**config.mk**
```make
export PLATFORM = sky130hd
export DESIGN_NAME = adc_bus_ctrl
export DESIGN_NICKNAME = d
export VERILOG_FILES = /design/src/rtl/adc_bus_pkg.sv /design/src/rtl/adc_bus_strobe.sv /design/src/rtl/adc_bus_gap.sv /design/src/rtl/adc_bus_seq.sv /design/src/rtl/adc_bus_ctrl.sv
export SDC_FILE = /design/constraint.sdc
export NUM_CORES = 1
export LEC_CHECK = 0
export BUFFER_PORTS_ARGS = -buffer_cell sky130_fd_sc_hd__buf_2
export CAP_MARGIN = 20
export CORE_AREA = 2 2 52 54
export CTS_CLUSTER_DIAMETER = 120
export DETAILED_ROUTE_END_ITERATION = 10
export DIE_AREA = 0 0 54 56
export PLACE_DENSITY_LB_ADDON = 0.05
export SYNTH_ARGS = -nofsm -noshare
export SYNTH_HDL_FRONTEND = slang
export SYNTH_SLANG_ARGS = --single-unit
```
**constraint.sdc**
```tcl
create_clock -name clk -period 3.7 [get_ports clk]
set_clock_uncertainty 0.15 [all_clocks]
set_input_delay 0.37 -clock clk [delete_from_list [all_inputs] [get_ports clk]]
set_output_delay 0.37 -clock clk [all_outputs]
set_load 0.03 [all_outputs]
```
**src/rtl/adc_bus_pkg.sv**
```systemverilog
// Shared types for the converter bus interface controller.
// Assumes nothing beyond being compiled before the modules that import it.
package adc_bus_pkg;

    // Which start/read protocol is active, decoded from the two static inputs.
    typedef enum logic [1:0] {
        PROT_READ = 2'd0,
        PROT_PIPE = 2'd1,
        PROT_WRRD = 2'd2
    } prot_e;

    // One-cycle events derived from the bus strobes.
    typedef struct packed {
        logic cs_fall;
        logic cs_rise;
        logic rd_go;
        logic wr_go;
    } strobe_t;

endpackage

```
**src/rtl/adc_bus_strobe.sv**
```systemverilog
// Bus strobe event extraction.
// Registers the previous level of chip select, the combined read strobe and
// the write strobe, then derives single-cycle events from the live levels.
// Assumes all inputs are already synchronous to clk; idle level is high.
module adc_bus_strobe
    import adc_bus_pkg::*;
(
    input  logic    clk,
    input  logic    rst_n,
    input  logic    cs_n_i,
    input  logic    rd_n_i,
    input  logic    wr_n_i,
    output strobe_t strobe_o,
    output logic    rd_act_o,
    output logic    rd_held_o
);

    localparam int NLINE  = 3;
    localparam int IX_CS  = 0;
    localparam int IX_RDA = 1;
    localparam int IX_WR  = 2;

    logic [NLINE-1:0] line_now;
    logic [NLINE-1:0] line_prev;

    assign line_now[IX_CS]  = cs_n_i;
    assign line_now[IX_RDA] = cs_n_i | rd_n_i;
    assign line_now[IX_WR]  = wr_n_i;

    // One history flop per strobe line, reset to the idle (high) level.
    for (genvar g = 0; g < NLINE; g++) begin : g_hist
        always_ff @(posedge clk) begin
            if (!rst_n) line_prev[g] <= 1'b1;
            else        line_prev[g] <= line_now[g];
        end
    end

    // Event decode from previous and current levels.
    always_comb begin
        strobe_o.cs_fall = line_prev[IX_CS] & ~line_now[IX_CS];
        strobe_o.cs_rise = ~line_prev[IX_CS] & line_now[IX_CS];
        strobe_o.rd_go   = line_prev[IX_RDA] & ~line_now[IX_RDA];
        strobe_o.wr_go   = ~line_prev[IX_WR] & line_now[IX_WR] & ~cs_n_i;
    end

    assign rd_act_o  = ~line_now[IX_RDA];
    assign rd_held_o = ~line_now[IX_RDA] & ~line_prev[IX_RDA];

endmodule

```
**src/rtl/adc_bus_gap.sv**
```systemverilog
// Inter-conversion spacing timer.
// Loads GAP_CYC when chip select rises and counts down to zero; starts are
// only permitted while the count is zero. Assumes GAP_CYC >= 1.
module adc_bus_gap #(
    parameter int GAP_CYC = 4
) (
    input  logic clk,
    input  logic rst_n,
    input  logic arm_i,
    output logic ready_o
);

    localparam int CW = $clog2(GAP_CYC + 1);

    logic [CW-1:0] cnt_q;

    // Reload on arm, otherwise count down and stop at zero.
    always_ff @(posedge clk) begin
        if (!rst_n)                cnt_q <= '0;
        else if (arm_i)            cnt_q <= CW'(GAP_CYC);
        else if (cnt_q != '0)      cnt_q <= cnt_q - 1'b1;
    end

    assign ready_o = (cnt_q == '0);

endmodule

```
**src/rtl/adc_bus_seq.sv**
```systemverilog
// Conversion sequencer and handshake state.
// Decides when a start is accepted, tracks the running conversion, captures
// the result, and drives the interrupt, ready and pipelined-valid state.
// Assumes conv_done_i is a single-cycle pulse that only matters while busy.
module adc_bus_seq
    import adc_bus_pkg::*;
#(
    parameter int DW = 8
) (
    input  logic          clk,
    input  logic          rst_n,
    input  prot_e         prot_i,
    input  strobe_t       strobe_i,
    input  logic          gap_ready_i,
    input  logic          conv_done_i,
    input  logic [DW-1:0] conv_data_i,
    output logic          conv_start_o,
    output logic          busy_o,
    output logic          int_n_o,
    output logic          rdy_n_o,
    output logic [DW-1:0] result_o,
    output logic          has_result_o,
    output logic          fresh_o,
    output logic          pipe_valid_o
);

    localparam int PIPE_SKIP = 2;
    localparam int PCW       = $clog2(PIPE_SKIP + 1);

    logic           start_req;
    logic           start_ok;
    logic           finish;
    logic [PCW-1:0] pipe_cnt_q;

    // Start request source depends on the protocol in use.
    always_comb begin
        start_req = (prot_i == PROT_WRRD) ? strobe_i.wr_go : strobe_i.rd_go;
        start_ok  = start_req & ~busy_o & gap_ready_i;
        finish    = busy_o & conv_done_i;
    end

    // Start pulse and busy flag.
    always_ff @(posedge clk) begin
        if (!rst_n) begin
            conv_start_o <= 1'b0;
            busy_o       <= 1'b0;
        end else begin
            conv_start_o <= start_ok;
            if (start_ok)    busy_o <= 1'b1;
            else if (finish) busy_o <= 1'b0;
        end
    end

    // Result capture and freshness flags.
    always_ff @(posedge clk) begin
        if (!rst_n) begin
            result_o     <= '0;
            has_result_o <= 1'b0;
            fresh_o      <= 1'b0;
        end else begin
            if (finish) begin
                result_o     <= conv_data_i;
                has_result_o <= 1'b1;
            end
            if (start_ok)    fresh_o <= 1'b0;
            else if (finish) fresh_o <= 1'b1;
        end
    end

    // Interrupt: raised by a new start, dropped at completion or by an early read.
    always_ff @(posedge clk) begin
        if (!rst_n)                                   int_n_o <= 1'b1;
        else if (start_ok)                            int_n_o <= 1'b1;
        else if (finish)                              int_n_o <= 1'b0;
        else if (prot_i == PROT_WRRD && strobe_i.rd_go && busy_o)
                                                      int_n_o <= 1'b0;
    end

    // Ready: low after chip select falls, high when the conversion completes.
    always_ff @(posedge clk) begin
        if (!rst_n)                                rdy_n_o <= 1'b1;
        else if (strobe_i.cs_fall)                 rdy_n_o <= 1'b0;
        else if (finish)                           rdy_n_o <= 1'b1;
        else if (strobe_i.cs_rise && !busy_o)      rdy_n_o <= 1'b1;
    end

    // Pipelined reads: the first PIPE_SKIP reads after reset are flagged invalid.
    always_ff @(posedge clk) begin
        if (!rst_n) begin
            pipe_cnt_q   <= '0;
            pipe_valid_o <= 1'b0;
        end else if (prot_i == PROT_PIPE && strobe_i.rd_go) begin
            pipe_valid_o <= (pipe_cnt_q == PCW'(PIPE_SKIP));
            if (pipe_cnt_q != PCW'(PIPE_SKIP)) pipe_cnt_q <= pipe_cnt_q + 1'b1;
        end
    end

endmodule

```
**src/rtl/adc_bus_ctrl.sv**
```systemverilog
// Converter bus interface controller, top level.
// Decodes the protocol from the static mode inputs, joins the strobe
// decoder, spacing timer and sequencer, and forms the data bus outputs.
// Assumes mode_wrrd_i and pipe_rd_i change only while the bus is idle.
module adc_bus_ctrl
    import adc_bus_pkg::*;
#(
    parameter int DW      = 8,
    parameter int GAP_CYC = 4
) (
    input  logic          clk,
    input  logic          rst_n,
    input  logic          mode_wrrd_i,
    input  logic          pipe_rd_i,
    input  logic          cs_n_i,
    input  logic          rd_n_i,
    input  logic          wr_n_i,
    input  logic          conv_done_i,
    input  logic [DW-1:0] conv_data_i,
    output logic          conv_start_o,
    output logic          int_n_o,
    output logic          rdy_n_o,
    output logic          db_oe_o,
    output logic [DW-1:0] db_o,
    output logic          db_valid_o
);

    prot_e         prot;
    strobe_t       strobe;
    logic          rd_act;
    logic          rd_held;
    logic          gap_ready;
    logic          conv_busy;
    logic [DW-1:0] result;
    logic          has_result;
    logic          fresh;
    logic          pipe_valid;

    // Protocol decode from the two static selects.
    always_comb begin
        if (mode_wrrd_i)    prot = PROT_WRRD;
        else if (pipe_rd_i) prot = PROT_PIPE;
        else                prot = PROT_READ;
    end

    adc_bus_strobe u_strobe (
        .clk       (clk),
        .rst_n     (rst_n),
        .cs_n_i    (cs_n_i),
        .rd_n_i    (rd_n_i),
        .wr_n_i    (wr_n_i),
        .strobe_o  (strobe),
        .rd_act_o  (rd_act),
        .rd_held_o (rd_held)
    );

    adc_bus_gap #(.GAP_CYC(GAP_CYC)) u_gap (
        .clk     (clk),
        .rst_n   (rst_n),
        .arm_i   (strobe.cs_rise),
        .ready_o (gap_ready)
    );

    adc_bus_seq #(.DW(DW)) u_seq (
        .clk          (clk),
        .rst_n        (rst_n),
        .prot_i       (prot),
        .strobe_i     (strobe),
        .gap_ready_i  (gap_ready),
        .conv_done_i  (conv_done_i),
        .conv_data_i  (conv_data_i),
        .conv_start_o (conv_start_o),
        .busy_o       (conv_busy),
        .int_n_o      (int_n_o),
        .rdy_n_o      (rdy_n_o),
        .result_o     (result),
        .has_result_o (has_result),
        .fresh_o      (fresh),
        .pipe_valid_o (pipe_valid)
    );

    // Data bus enable, word and valid flag per protocol.
    always_comb begin
        db_o = result;
        case (prot)
            PROT_PIPE: begin
                db_oe_o    = rd_act;
                db_valid_o = rd_held & pipe_valid;
            end
            PROT_WRRD: begin
                db_oe_o    = rd_act;
                db_valid_o = rd_act & ~conv_busy & has_result;
                if (conv_busy) db_o = conv_data_i;
            end
            default: begin
                db_oe_o    = rd_held & fresh;
                db_valid_o = rd_held & fresh;
            end
        endcase
    end

endmodule

```
==> results.cfg <==
[sta]
setup_slack_ns = 1.62
worstMarginPinSlew_ns = 0.513
final-setup-viol-count = 0
fin_crit_ns = 2.08
hold_viol = 0
slew_headroom_pct = 65.8
rsz0062_at_grt = false
max_freq_mhz = 482
finalMaxSlewViolations = 0
period_share_pct = 56.1
tns_ns = 0

[clock_network]
ctsResizeCount = 0
cts.htree.levels = 1
cts_sinks = 23
clock_path_buffers = 2
clk_pin_slew_worst_paths_ns = 0.13
clkLatencyLatePin_ns = 0.30
cts-root-buf = clkbuf_4
postCtsSetupBuffers = 0
cts_buffers = 3
tritoncts = done
holdBufCountCts = 0

[place]
dp_hpwl_um = 1500
routabilityCongestion = 0.712
dp_worst_setup_slack_ns = 1.80
numPortBuffers = 28
placedCellCount = 174

[hold_path]
hold_path.class = primary input to register
hp-start = wr_n_i

[run_status]
status = complete, no violations

[setup_path]
cp-end-kind = output pin
reg2reg_slack_ns = 2.17
crit_type = register to output pin
cp-start-kind = register
crit_fanout = 9
startpoint = u_seq.busy_o
cp_data_required_time_ns = 3.18
r2r-start = u_gap.cnt_q[0]
worstPathArrival_ns = 1.56

[global_routing]
grt_use_total_pct = 13.9
first_global_vias = 766
antenna_found_initial = 0
grt_pass1_wl_um = 3240
grt_max_degree = 17
grt_overflow = 0

[yosys]
syn_inst = 121
ys_ff_latch = 23
syn-cell-area_um2 = 1070
syn_nets = 141
seq_area_frac_synth_pct = 43.1
ys_types = 29
yosys_warnings = 0
syn_avg_cell_area_um2 = 8.82

[power_and_ir_drop]
p_leak_nw = 0.561
peakVddDrop_mv = 0.251
totalPowerFinal_w = 0.000549
power_density_nw_per_um2 = 442

[cells_and_area]
fin_nets = 169
final_core_util_pct = 51.1
antenna_cells = 0
final_cell_count_no_fill = 178
area_growth_pct = 16.5
drive_gt1_share_pct = 27.7

[detailed_routing]
drt_pass1_iterations = 4
vias = 892
routedWlPerCell_um = 11.3
drt_wl_total_um = 2000
ant_nets = 0
first_iter_violations = 7
viasPerCell = 5.01
drc_errors = 0

[die]
dieArea_um2 = 3020
core-area_um2 = 2430
die_h_um = 56
die-width_um = 54
row_count = 18
io_pins = 29
initial_core_util_pct = 43.9

[run]
maxCapViolations = 0
==> path summary, 6_finish.rpt <==
| check | to | cells past startpoint |
|---|---|---|
| worst min register to register | u_seq.result_o[7] | 2 |
| worst min-delay path | u_strobe.line_prev[2] | 2 |
| worst max register to register | u_seq.int_n_o | 5 |
| worst max-delay path | db_o[7] | 3 |
==> kinds of logic after synthesis <==
family	after synthesis	synth area share, %
multiplexers	11	11.3
AO/OA/AOI/OAI	19	10.6
adder cells (fa/ha/maj)	4	4.69
buffers and inverters	14	5.74
AND/OR/NAND/NOR	48	23.0
flip-flops	23	43.1
XOR/XNOR	2	1.64
==> critical path, stage by stage (launching register included) <==
cell     delay, ns
dfxtp_1       0.44
nand2_1       0.28
mux2_2        0.35
buf_2         0.17
==> routing by layer <==
layer,up-vias,part of all wire (%),GRT usage (%)
li1,458,-,-
met1,408,46,18.0
met2,26,47,23.5
met3,0,6.4,2.42
met4,0,0,3.21
met5,-,0,0
==> flip-flops by register name, indices dropped and copies added, names as in the netlist <==
register	cells
u_seq.int_n_o	1
u_seq.has_result_o	1
u_seq.result_o	8
u_seq.pipe_cnt_q	2
u_seq.fresh_o	1
u_gap.cnt_q	3
u_seq.rdy_n_o	1
u_seq.pipe_valid_o	1
u_seq.conv_start_o	1
u_strobe.line_prev	3
u_seq.busy_o	1
==> power by group <==
part	internal (W)	switching, W
registers	0.000269	0.0000125
logic	0.0000642	0.0000887
clock network	0.0000420	0.0000728
==> per-stage QoR <==
step,hold slack [ns],area [µm²]
finish,0.110,1240
global placement,0.288,1220
detailed placement,0.299,1220
floorplan,0.282,1070
CTS,0.107,1240
global route,0.0965,1240
==> cells in the mapped netlist <==
master    instances  area share, %
dfxtp_1          23             43
nand2_1          20            7.0
nor2_1           12            4.2
a21oi_1          11            5.2
inv_1             9            3.2
mux2_2            8            8.4
ha_1              4            4.7
nand2b_1          4            2.3
clkbuf_1          3            1.1
mux2i_1           3            2.8
nor3_1            3            1.4
a211oi_1          2            1.4
a31oi_1           2            1.2
and2_1            2            1.2
a31o_1            1           0.82
buf_2             1           0.47
buf_6             1            1.1
nand2b_4          1            1.3
nand3b_1          1           0.70
nor2b_1           1           0.59
nor4_4            1            2.0
nor4bb_1          1           0.94
o21ai_1           1           0.47
o22ai_1           1           0.59
o32a_1            1           0.94
or3_1             1           0.59
or4_1             1           0.70
xnor2_1           1           0.82
xor2_1            1           0.82
==> placed cells by master, fill, tap and decap left out <==
| cell | Yosys | final |
|---|---|---|
| a211oi_1 | 2 | 2 |
| a21oi_1 | 11 | 11 |
| a31o_1 | 1 | 1 |
| a31oi_1 | 2 | 2 |
| and2_1 | 2 | 2 |
| buf_2 | 1 | 28 |
| clkbuf_1 | 3 | 1 |
| clkbuf_4 | 0 | 3 |
| dfxtp_1 | 23 | 23 |
| ha_1 | 4 | 4 |
| inv_1 | 9 | 9 |
| mux2_2 | 8 | 8 |
| mux2i_1 | 3 | 3 |
| nand2_1 | 20 | 20 |
| nand2b_1 | 4 | 4 |
| nand2b_4 | 1 | 1 |
| nand3b_1 | 1 | 1 |
| nor2_1 | 12 | 12 |
| nor2b_1 | 1 | 1 |
| nor3_1 | 3 | 3 |
| nor4_4 | 1 | 1 |
| nor4bb_1 | 1 | 1 |
| o21ai_1 | 1 | 1 |
| o22ai_1 | 1 | 1 |
| o32a_1 | 1 | 1 |
| or3_1 | 1 | 1 |
| or4_1 | 1 | 1 |
| xnor2_1 | 1 | 1 |
| xor2_1 | 1 | 1 |
==> cell type report <==
| type | count | area, µm² |
|---|---|---|
| clock buffers | 4 | 26.3 |
| fillers | 245 | 1190 |
| inverters | 9 | 33.8 |
| multi-input cells | 84 | 546 |
| flip-flops and latches | 23 | 460 |
| well taps | 30 | 37.5 |
| repair buffers | 28 | 140 |
Power figures use the tool's default switching activity.
